`config.mk`:
```
export PLATFORM = sky130hd
export DESIGN_NAME = fp_minmax_unit
export DESIGN_NICKNAME = d
export VERILOG_FILES = /design/src/rtl/fpmm_pkg.sv /design/src/rtl/fpmm_classify.sv /design/src/rtl/fpmm_core.sv /design/src/rtl/fpmm_outreg.sv /design/src/rtl/fp_minmax_unit.sv
export SDC_FILE = /design/constraint.sdc
export NUM_CORES = 1
export LEC_CHECK = 0
export BUFFER_PORTS_ARGS = -buffer_cell sky130_fd_sc_hd__buf_4
export CELL_PAD_IN_SITES_DETAIL_PLACEMENT = 0
export CELL_PAD_IN_SITES_GLOBAL_PLACEMENT = 2
export CORE_MARGIN = 2
export CORE_UTILIZATION = 35
export CTS_BUF_LIST = sky130_fd_sc_hd__clkbuf_2 sky130_fd_sc_hd__clkbuf_4 sky130_fd_sc_hd__clkbuf_8
export DETAILED_ROUTE_END_ITERATION = 7
export PLACE_DENSITY = 0.95
export SLEW_MARGIN = 30
export SYNTH_ARGS = -nofsm -noshare
export SYNTH_HDL_FRONTEND = slang
export SYNTH_SLANG_ARGS = --single-unit
```
`constraint.sdc`:
```
create_clock -name clk -period 16.2 [get_ports clk]
set_input_delay 3.24 -clock clk [delete_from_list [all_inputs] [get_ports clk]]
set_output_delay 3.24 -clock clk [all_outputs]
set_load 0.005 [all_outputs]
```
`src/rtl/fpmm_pkg.sv`:
```
package fpmm_pkg;
  localparam int SGL_EXP_W  = 8;
  localparam int SGL_FRAC_W = 23;
  localparam int DBL_EXP_W  = 11;
  localparam int DBL_FRAC_W = 52;
  localparam int DATA_W     = 1 + DBL_EXP_W + DBL_FRAC_W;
  localparam int NUM_FMT    = 2;

  typedef enum logic [1:0] {
    OP_MAX    = 2'd0,
    OP_MIN    = 2'd1,
    OP_MAXNUM = 2'd2,
    OP_MINNUM = 2'd3
  } mm_op_e;
endpackage

```
`src/rtl/fpmm_classify.sv`:
```
module fpmm_classify #(
  parameter int EXP_W  = 8,
  parameter int FRAC_W = 23
) (
  input  logic [EXP_W+FRAC_W:0] val,
  output logic                  is_qnan,
  output logic                  is_snan
);
  localparam int W = 1 + EXP_W + FRAC_W;

  logic exp_full;
  logic frac_any;
  logic quiet_bit;

  assign exp_full  = &val[W-2:FRAC_W];
  assign frac_any  = |val[FRAC_W-1:0];
  assign quiet_bit = val[FRAC_W-1];

  // quiet bit set implies a nonzero fraction
  assign is_qnan = exp_full & quiet_bit & frac_any;
  assign is_snan = exp_full & ~quiet_bit & frac_any;
endmodule

```
`src/rtl/fpmm_core.sv`:
```
module fpmm_core
  import fpmm_pkg::*;
#(
  parameter int EXP_W  = 8,
  parameter int FRAC_W = 23
) (
  input  logic [EXP_W+FRAC_W:0] opa,
  input  logic [EXP_W+FRAC_W:0] opb,
  input  logic [1:0]            op,
  output logic [EXP_W+FRAC_W:0] res,
  output logic                  snan_seen
);
  localparam int W = 1 + EXP_W + FRAC_W;
  localparam logic [W-1:0] QUIET_MASK = W'(1) << (FRAC_W - 1);

  // Sign-magnitude to monotonic unsigned key
  function automatic logic [W-1:0] order_key(input logic [W-1:0] v);
    order_key = v[W-1] ? ~v : {1'b1, v[W-2:0]};
  endfunction

  function automatic logic [W-1:0] make_inf(input logic neg);
    make_inf = {neg, {EXP_W{1'b1}}, {FRAC_W{1'b0}}};
  endfunction

  mm_op_e   op_e;
  logic     want_max;
  logic     num_mode;
  logic     qa, sa, qb, sb;
  logic     swap_a, swap_b;
  logic     qa_eff, qb_eff;
  logic [W-1:0] a_eff, b_eff;
  logic [W-1:0] key_a, key_b;
  logic     pick_a;
  logic     nan_hit;
  logic [W-1:0] nan_res;

  assign op_e     = mm_op_e'(op);
  assign want_max = (op_e == OP_MAX) || (op_e == OP_MAXNUM);
  assign num_mode = (op_e == OP_MAXNUM) || (op_e == OP_MINNUM);

  fpmm_classify #(.EXP_W(EXP_W), .FRAC_W(FRAC_W)) u_cls_a (
    .val(opa), .is_qnan(qa), .is_snan(sa)
  );
  fpmm_classify #(.EXP_W(EXP_W), .FRAC_W(FRAC_W)) u_cls_b (
    .val(opb), .is_qnan(qb), .is_snan(sb)
  );

  // lone quiet NaN stands in as the neutral infinity
  assign swap_a = num_mode & qa & ~qb;
  assign swap_b = num_mode & qb & ~qa;
  assign a_eff  = swap_a ? make_inf(want_max) : opa;
  assign b_eff  = swap_b ? make_inf(want_max) : opb;
  assign qa_eff = qa & ~swap_a;
  assign qb_eff = qb & ~swap_b;

  // prioritised NaN selection with quieting
  always_comb begin
    nan_hit = 1'b1;
    nan_res = '0;
    if (sa)          nan_res = opa | QUIET_MASK;
    else if (sb)     nan_res = opb | QUIET_MASK;
    else if (qa_eff) nan_res = a_eff;
    else if (qb_eff) nan_res = b_eff;
    else             nan_hit = 1'b0;
  end

  // key order puts -0 below +0; ties give operand B
  assign key_a  = order_key(a_eff);
  assign key_b  = order_key(b_eff);
  assign pick_a = want_max ? (key_a > key_b) : (key_a < key_b);

  assign res       = nan_hit ? nan_res : (pick_a ? a_eff : b_eff);
  assign snan_seen = sa | sb;
endmodule

```
`src/rtl/fpmm_outreg.sv`:
```
module fpmm_outreg #(
  parameter int DW = 64
) (
  input  logic          clk,
  input  logic          rst_n,
  input  logic          cap,
  input  logic [DW-1:0] d_res,
  input  logic          d_inv,
  output logic [DW-1:0] q_res,
  output logic          q_inv,
  output logic          q_vld
);
  always_ff @(posedge clk) begin
    if (!rst_n) begin
      q_res <= '0;
      q_inv <= 1'b0;
      q_vld <= 1'b0;
    end else begin
      q_vld <= cap;
      if (cap) begin
        q_res <= d_res;
        q_inv <= d_inv;
      end
    end
  end
endmodule

```
`src/rtl/fp_minmax_unit.sv`:
```
module fp_minmax_unit
  import fpmm_pkg::*;
(
  input  logic              clk,
  input  logic              rst_n,
  input  logic              in_valid,
  input  logic [1:0]        op_sel,
  input  logic              prec_dbl,
  input  logic [DATA_W-1:0] opnd_a,
  input  logic [DATA_W-1:0] opnd_b,
  output logic              out_valid,
  output logic [DATA_W-1:0] result,
  output logic              invalid_flag
);
  logic [DATA_W-1:0] fmt_res  [NUM_FMT];
  logic              fmt_snan [NUM_FMT];

  genvar gi;
  generate
    for (gi = 0; gi < NUM_FMT; gi++) begin : g_fmt
      localparam int EW = (gi == 0) ? SGL_EXP_W  : DBL_EXP_W;
      localparam int FW = (gi == 0) ? SGL_FRAC_W : DBL_FRAC_W;
      localparam int FMT_W = 1 + EW + FW;
      logic [FMT_W-1:0] r;
      fpmm_core #(.EXP_W(EW), .FRAC_W(FW)) u_core (
        .opa      (opnd_a[FMT_W-1:0]),
        .opb      (opnd_b[FMT_W-1:0]),
        .op       (op_sel),
        .res      (r),
        .snan_seen(fmt_snan[gi])
      );
      // narrow format zero-extends into the upper bits
      assign fmt_res[gi] = DATA_W'(r);
    end
  endgenerate

  logic [DATA_W-1:0] sel_res;
  logic              sel_snan;

  assign sel_res  = prec_dbl ? fmt_res[1]  : fmt_res[0];
  assign sel_snan = prec_dbl ? fmt_snan[1] : fmt_snan[0];

  fpmm_outreg #(.DW(DATA_W)) u_out (
    .clk  (clk),
    .rst_n(rst_n),
    .cap  (in_valid),
    .d_res(sel_res),
    .d_inv(sel_snan),
    .q_res(result),
    .q_inv(invalid_flag),
    .q_vld(out_valid)
  );
endmodule

```
**Word-level counts from Yosys, hierarchy flattened**

Index checks and enable logic that the tools add are counted.

- Reductions and logical operators: 11
- Equal/unequal tests: 2
- $lt $le $gt $ge: 4
- Bitwise gates (word level): 46
- Multiplexer cells: 32

Operators by type and width:

| operator | number |
|---|---|
| 2-to-1 mux 64 bit | 11 |
| 2-to-1 mux 32 bit | 10 |
| inverter 64 bit | 2 |
| OR reduction 52 bit | 2 |
| greater-than comparator 64 bit | 1 |
| < comparator 64 bit | 1 |
| inverter 32 bit | 2 |
| OR reduction 23 bit | 2 |
| greater-than comparator 32 bit | 1 |
| < comparator 32 bit | 1 |
| AND 1 bit | 28 |
| AND reduction 11 bit | 2 |
| AND reduction 8 bit | 2 |
| inverter 1 bit | 12 |
| 2-to-1 mux 1 bit | 11 |
| equality test 2 bit, second input constant | 2 |
| logical NOT 2 bit | 1 |
| logical OR 1 bit | 2 |
| bitwise OR 1 bit | 2 |

- Output and inout port bits: 66
- Bits in registers: 66
- Logic and storage cells: 98
- Input port bits: 134

**Longest topological paths before layout**

Gate-level depths: netlist of the first run.

- Word-level depth: 13
- Mapped depth: 23
- Gate-level depth less buffers: 19

**Modules after synthesis**

From an unflattened synthesis of the first run, not the netlist that was laid out.

- Cell total of the unflattened synthesis: 1,344
- Area, all modules: 10,747.8 µm²

Modules (own cells, without submodules):

| module | instances | area an instance (µm²) | cells an instance | sequential area each (µm²) |
|---|---|---|---|---|
| fpmm_core at g_fmt[1].u_core | 1 | 4,423.0 | 619 | 0.0 |
| fpmm_core at g_fmt[0].u_core | 1 | 2,606.2 | 367 | 0.0 |
| fpmm_outreg | 1 | 2,534.9 | 212 | 1,321.3 |
| fp_minmax_unit | 1 | 693.2 | 72 | 0.0 |
| fpmm_classify at g_fmt[1].u_core.u_cls_a ... | 2 | 166.4 | 24 | 0.0 |
| fpmm_classify at g_fmt[0].u_core.u_cls_a ... | 2 | 78.8 | 13 | 0.0 |

**Least setup slack after synthesis of the first run**

No wires, ideal clock.

- Path type: input-to-reg
- Start point: input opnd_b[57]
- End point: register u_out.q_res[41]
- Path slack: 7.858 ns
- Data required time: 16.078 ns
- Arrival: 8.220 ns
- Setup time: 0.122 ns
- Path buffers: 4
- Stages on the path: 20
- Cell sequence: nand4_2 or4_4 a2111oi_0 nand2_1 clkbuf_1 o21ai_0 ha_1 a21oi_1 o21ai_0 a221oi_1 nand2_1 a2111o_1 o211ai_2 a211oi_4 o21ba_1 buf_2 o21a_1 buf_6 buf_4 a221o_1

- Word-level cells in the longest chain between the ends: 13
- Elaborated cells between the ends (all ways): 33
- Classes of those cells: 2 x order compare; 16 x mux; 14 x bitwise; 1 x reduce/logical

Ends and longest elaborated chain:

| element | line | text |
|---|---|---|
| start, declared | fp_minmax_unit.sv:10 | `input logic [DATA_W-1:0] opnd_b,` |
| AND reduction 11 bit | fpmm_classify.sv:15 | `assign exp_full = &val[W-2:FRAC_W];` |
| AND 1 bit (2 in a row) | fpmm_classify.sv:20 | `assign is_qnan = exp_full & quiet_bit & frac_any;` |
| AND 1 bit or inverter 1 bit (tied branches) | fpmm_core.sv:50, fpmm_core.sv:49 |  |
| AND 1 bit, on equally long branches | fpmm_core.sv:50, fpmm_core.sv:49 |  |
| 2-to-1 mux 64 bit, or another cell as far along | fpmm_core.sv:52 | `assign b_eff = swap_b ? make_inf(want_max) : opb;` |
| inverter 64 bit or AND 1 bit (tied branches) | fpmm_core.sv:18, fpmm_core.sv:54 |  |
| 2-to-1 mux 64 bit, or another cell as far along | fpmm_core.sv:18 | `order_key = v[W-1] ? ~v : {1'b1, v[W-2:0]};` |
| < comparator 64 bit, or another cell as far along | fpmm_core.sv:70 | `assign pick_a = want_max ? (key_a > key_b) : (key_a < key_b);` |
| 2-to-1 mux 1 bit, or another cell as far along | fpmm_core.sv:70 |  |
| 2-to-1 mux 64 bit, or another cell as far along | fpmm_core.sv:72 | `assign res = nan_hit ? nan_res : (pick_a ? a_eff : b_eff);` |
| 2-to-1 mux 64 bit * | fpmm_core.sv:72 |  |
| 2-to-1 mux 64 bit * | fp_minmax_unit.sv:40 | `assign sel_res = prec_dbl ? fmt_res[1] : fmt_res[0];` |
| end signal, assigned | fpmm_outreg.sv:21 | `q_res <= d_res;` |
| end, declared | fpmm_outreg.sv:9 | `output logic [DW-1:0] q_res,` |

Mark *: on every way between the ends. The rest lies on a longest branch, timed or not.
A chain may end at the register's enable or synchronous reset.

**Worst setup path in the final report of the first run**

- Start point: input opnd_b[57]
- End point: register u_out.q_res[49]

Same word-level chain as after synthesis.

==> flow_summary.toml, run 1 <==
[worst_hold_path]
worstHoldEndpoint = "u_out.q_res[60]"
hp-class = "reg -> reg"
hold_depth = 2
hold_path.startpoint = "u_out.q_res[60]"

[clock_network]
clk_path_buf_depth = 2
cts-root-buf = "clkbuf_8"
cts_sinks = 66
cts_inserted_buffers = 9
h-tree-depth = 3
clk_latency_ns = 0.38
post_cts_resized = 0
hold_buffers = 0
tritoncts = "yes"
path_clk_slew_ns = 0.08
cts_setup_buffers = 0

[global_routing]
grt_pass1_vias = 10600
antenna_found_initial = 0
grt_max_degree = 75
grt_pass1_wl_mm = 59.2
grt.total_usage = 0.242
gr-total-overflow = 0

[floorplan]
die_height_um = 173
dieArea_sq_um = 29900
chipWidth_um = 173
core-area_sq_um = 27900
initial_core_util = 0.358
num_rows = 61
io_pins = 200

[critical_path]
r2r_end = "u_out.q_res[21]"
rr_worst_depth = 5
worstPathRequired_ns = 16.52
reg2reg_slack_ns = 14.93
critPathMaxFanout = 57
critPathLaunchType = "primary input"
worstPathArrival_ns = 9.87
reg2reg_from = "u_out.q_res[21]"
cp-end-kind = "flip-flop"
crit_type = "in -> reg"

[synth]
synth_seq_cells = 66
synth_area_leaders = "dfxtp_1 13%, ha_1 12%, xor2_1 8.6%"
synth_cell_types = 73
synth_ff_type = "dfxtp_1"
yosys_warnings = 0
ys_async_sr_fraction = 0
synthTopCellsByCount = "154 x o21ai_0, 140 x a21oi_1, 130 x clkbuf_1, 98 x xor2_1, 97 x nand2_1"
netlist_instances = 1372
synth_most_common_cell = "o21ai_0"
netlist.area_leader.share = 0.132
synth_nets = 1601
netlist_area_sq_um = 10000
synth.avg_cell_area_sq_um = 7.29
seq_area_frac_synth = 0.132
synth_largest_area_cell = "dfxtp_1"
synth_edf_count = 0

[routing]
vias = 10800
drt_first_pass_iters = 5
wl_per_cell_um = 20.4
drtAntennaViolNets = 0
postRouteWirelength_mm = 37.2
drtIter0Drc = 845
post-route-drc-count = 0
via_per_inst = 5.96

[sta]
rsz0062_at_grt = "false"
maxSlewHeadroom = 0.354
fin_crit_sh = 0.590
min_period_ns = 9.55
tns_ns = 0
worst-slew-pin-transition_ns = 0.966
slew_violations = 0
fin_skew_ns = 0
max_freq_mhz = 105
hold_viol_final = 0
setup_viol = 0

[place]
portBuffers = 199
place_congestion = 0.877
place_inst = 1806
dpl.hpwl_mm = 26.3

[outcome]
status = "finished clean"

[finish]
drive_above_1_share = 0.185
syn_to_final_growth_pct = 17.1
nNetsFinal = 1668
instances_no_fill = 1821
diodes = 0

[run]
drv_cap = 0

[pwr]
peakVddDrop_v = 0.0000374
cellPowerDensity_nw_per_um2 = 57.9
leakage_nw = 4.74
-- per-layer routing --
metal,up-vias,track usage,part of all wire
met5,-,0,0
met4,0,0.0685,0.021
met3,53,0.0374,0.062
met2,384,0.400,0.46
met1,5173,0.326,0.45
li1,5235,-,-
-- cells by family after synthesis --
group,count (synthesis),synth area share
buffers and inverters,169,0.0677
adder cells (fa/ha/maj),97,0.121
AO/OA/AOI/OAI,493,0.316
AND/OR/NAND/NOR,351,0.184
multiplexers,45,0.0467
XOR/XNOR,151,0.132
flip-flops,66,0.132
-- flip-flops by register name, indices dropped and copies added, names as in the netlist --
name	flops
u_out.q_res	64
u_out.q_inv	1
u_out.q_vld	1
-- worst max-delay path: stages --
cell      delay [ns]
buf_4           0.10
nand4_2         0.16
nor4_1          0.73
or4_2           0.25
buf_4           0.52
nand2_1         0.15
o21a_1          0.28
mux2_2          0.33
ha_1            0.30
nand3_1         0.08
or3_1           0.39
nor4_1          0.36
a211oi_1        0.14
maj3_2          0.36
a211oi_4        0.19
buf_4           0.34
o21ba_1         0.67
buf_4           0.34
o21a_1          0.65
a221o_1         0.26
-- cell usage in the layout (no fill, tap or decap), types with 13 or more instances in the layout --
cell type  instances
mux2_2            13
nand2_1           97
nor3_1            13
buf_4            216
and2_1            20
a21oi_1          139
nor2_1            70
mux2i_1           32
o21ai_0          153
a221oi_1          24
nand4_1           30
nor4_1            29
o32ai_1           21
ha_1              95
nor4b_1           22
nand2b_1          25
nand3_1           16
a221o_1           21
dfxtp_1           66
o31a_1            23
a211oi_1          31
xor2_1            98
xnor2_1           53
-- cell type report --
type	instances	area, sq um
Tap cell	378	473
Sequential cell	66	1320
Inverter	9	33.8
Clock buffer	11	145
Clock inverter	4	52.6
Timing Repair Buffer	216	1620
Fill cell	2951	16200
Multi-Input combinational cell	1137	8060
-- power by group --
part           switching [mW]  total, mW  internal [mW]  leakage, nW
Clock                  0.0795      0.156         0.0763       0.0911
Sequential            0.00853      0.183          0.174        0.541
Combinational           0.189      0.339          0.150         4.11
Total                   0.277      0.678          0.401         4.74
-- how the worst max path moves through the flow --
stage | startpoint | endpoint | slack [ns] | cells past startpoint
final | opnd_b[57] | u_out.q_res[49] | 6.65 | 20
after global routing | opnd_b[57] | u_out.q_res[33] | 6.13 | 20
after CTS | opnd_b[57] | u_out.q_res[49] | 6.76 | 20
after detailed placement | opnd_b[57] | u_out.q_res[37] | 6.38 | 20
after global placement | opnd_b[57] | u_out.q_res[48] | 6.48 | 20
after floorplan | opnd_b[57] | u_out.q_res[41] | 7.86 | 20
-- metrics by stage --
| stage | hold WS [ns] | utilization | instance area [sq um] | power, mW | setup WS [ns] |
|---|---|---|---|---|---|
| finish | 0.475 | 0.419 | 11700 | 0.678 | 6.65 |
| global route | 0.512 | 0.419 | 11700 | 0.726 | 6.13 |
| CTS | 0.477 | 0.419 | 11700 | 0.680 | 6.76 |
| detailed placement | 0.458 | 0.412 | 11500 | 0.522 | 6.38 |
| global placement | 0.452 | 0.412 | 11500 | 0.520 | 6.48 |
| floorplan | 0.464 | - | 10000 | 0.408 | 7.86 |
(Power assumes the default switching activity.)
==> run 2: changes to the inputs <==
Settings changed: CORE_UTILIZATION 35 to 33, PLACE_DENSITY 0.95 to 0.91.
Clock period 16.2 ns to 9.7 ns, I/O delays scaled along.
==> run 2 against run 1 <==
Net effect: first-iteration DRC count is 5.8% lower; clock skew stayed put; non-clock buffer count is 3 higher; die area is 5.9% higher; via count is 0.22% higher; clock power is 74% higher; flip-flop and latch count stayed put; total power is 70% higher; wire length is 2.7% higher; largest power group unchanged.
==> flow_summary.toml, run 2 (synthesis results as in run 1) <==
[finish]
syn_to_final_growth_pct = 17.4
nNetsFinal = 1671
top_regs = "u_out.q_res: 64 flops, u_out.q_inv: 1 flops, u_out.q_vld: 1 flops"
diodes = 0
largest_reg_flops = 64
mostFrequentLayoutCell = "buf_4"
largest_register = "u_out.q_res"
instances_no_fill = 1837
n_fill_cell = 3129
final_cell_mix = "218 x buf_4, 153 x o21ai_0, 139 x a21oi_1"
postLayoutCellArea_sq_um = 11700
drive_above_1_share = 0.187

[global_routing]
gr-total-overflow = 0
antenna_found_initial = 0
grt_max_degree = 75
grt_pass1_vias = 10600
grt_pass1_wl_mm = 59.9
grt.total_usage = 0.239

[clock_network]
hold_buffers = 0
h-tree-depth = 3
tritoncts = "yes"
clk_path_buf_depth = 2
post_cts_resized = 0
clk_latency_ns = 0.39
cts_setup_buffers = 0
path_clk_slew_ns = 0.10
cts-root-buf = "clkbuf_8"
cts_inserted_buffers = 9
cts_sinks = 66

[run]
drv_cap = 0

[sta]
hold_viol_final = 0
setup_viol = 0
tns_ns = 0
maxSlewHeadroom = 0.409
post-route-worst-setup-slack_ns = 1.86
max_freq_mhz = 128
worst-slew-pin-transition_ns = 0.885
rsz0062_at_grt = "false"
fin_crit_sh = 0.808
slew_violations = 0
fin_skew_ns = 0
min_period_ns = 7.84

[routing]
via_per_inst = 5.92
postRouteWirelength_mm = 38.2
post-route-drc-count = 0
drtIter0Drc = 796
drtAntennaViolNets = 0
vias = 10900
wl_per_cell_um = 20.8
drt_first_pass_iters = 5

[critical_path]
cp_common_cell = "nand2_1"
max_stage_delay_ns = 0.60
worstPathArrival_ns = 8.14
crit_type = "in -> reg"
cp_slowest_cell = "nor4_1"
crit_buf_inv = 2
path_cells = "buf_4 -> or4_1 -> nor2_1 -> a211oi_2 -> a211oi_2 -> nand2_1 -> o21a_1 -> nand2_1 -> o21ai_0 -> ha_1 -> nand4_1 -> nor4_1 -> nand2_1 -> o221ai_1 -> nor3_1 -> mux2_2 -> a221oi_2 -> buf_4 -> a211oi_1 -> or2_2 -> a221oi_1"
reg2reg_slack_ns = 8.43
critPathMaxFanout = 24
worstPathRequired_ns = 10.00
cp_top_family = "simple AND/OR/NAND/NOR gates"
critPathLaunchType = "primary input"
cp-end-kind = "flip-flop"

[floorplan]
dieArea_sq_um = 31700
die_height_um = 178
core-area_sq_um = 29700
io_pins = 200
num_rows = 63
chipWidth_um = 178
initial_core_util = 0.336

[place]
place_inst = 1821
portBuffers = 199
placed_area_sq_um = 11500
dpl.hpwl_mm = 27.1
pre_cts_slack_ns = 1.54
place_congestion = 0.870

[pwr]
leakage_nw = 4.76
total_power_mw = 1.15
cellPowerDensity_nw_per_um2 = 97.8
peakVddDrop_v = 0.0000515

[worst_hold_path]
hp-class = "reg -> reg"

[outcome]
status = "finished clean"
[run 2: area by class of cell]
cell class | count | area (sq um) | share of cell area
Clock buffer | 10 | 131 | 0.0112
Clock inverter | 6 | 67.6 | 0.00575
Inverter | 9 | 33.8 | 0.00288
Multi-Input combinational cell | 1137 | 8050 | 0.686
Sequential cell | 66 | 1320 | 0.113
Tap cell | 390 | 488 | 0.0416
Timing Repair Buffer | 219 | 1650 | 0.140
[run 2: final timing paths]
check / startpoint / endpoint / depth (start not counted)
worst min-delay path: u_out.q_res[60] / u_out.q_res[60] / 2
worst min register to register: u_out.q_res[60] / u_out.q_res[60] / 2
worst max-delay path: opnd_a[3] / u_out.q_res[21] / 21
worst max register to register: u_out.q_res[21] / u_out.q_res[21] / 5
[run 2: worst reg2reg max path, cell delays in order (launching register included)]
cell and delay [ns]:
dfxtp_1 0.40, nand2_1 0.10, nand2b_1 0.14, a211oi_1 0.05
or2_2 0.29, a221oi_1 0.21
[run 2: through the flow]
stage | utilization | hold slack [ns]
5_1_grt | 0.395 | 0.528
6_report | 0.395 | 0.492
3_3_place_gp | 0.388 | 0.454
4_1_cts | 0.395 | 0.494
3_5_place_dp | 0.388 | 0.468
2_1_floorplan | - | 0.464
[run 2: power breakdown]
group / internal, mW / leakage (nW) / switching (mW) / total (mW)
Combinational: 0.254 / 4.13 / 0.318 / 0.571
Sequential: 0.291 / 0.541 / 0.0144 / 0.305
Clock: 0.122 / 0.0959 / 0.150 / 0.272
[run 2: metal layers]
metal	track usage	wire [um]	share of wire
met1	0.322	17600	0.46
met2	0.397	17800	0.47
met3	0.0298	2100	0.055
met4	0.0673	731	0.019
met5	0	0	0
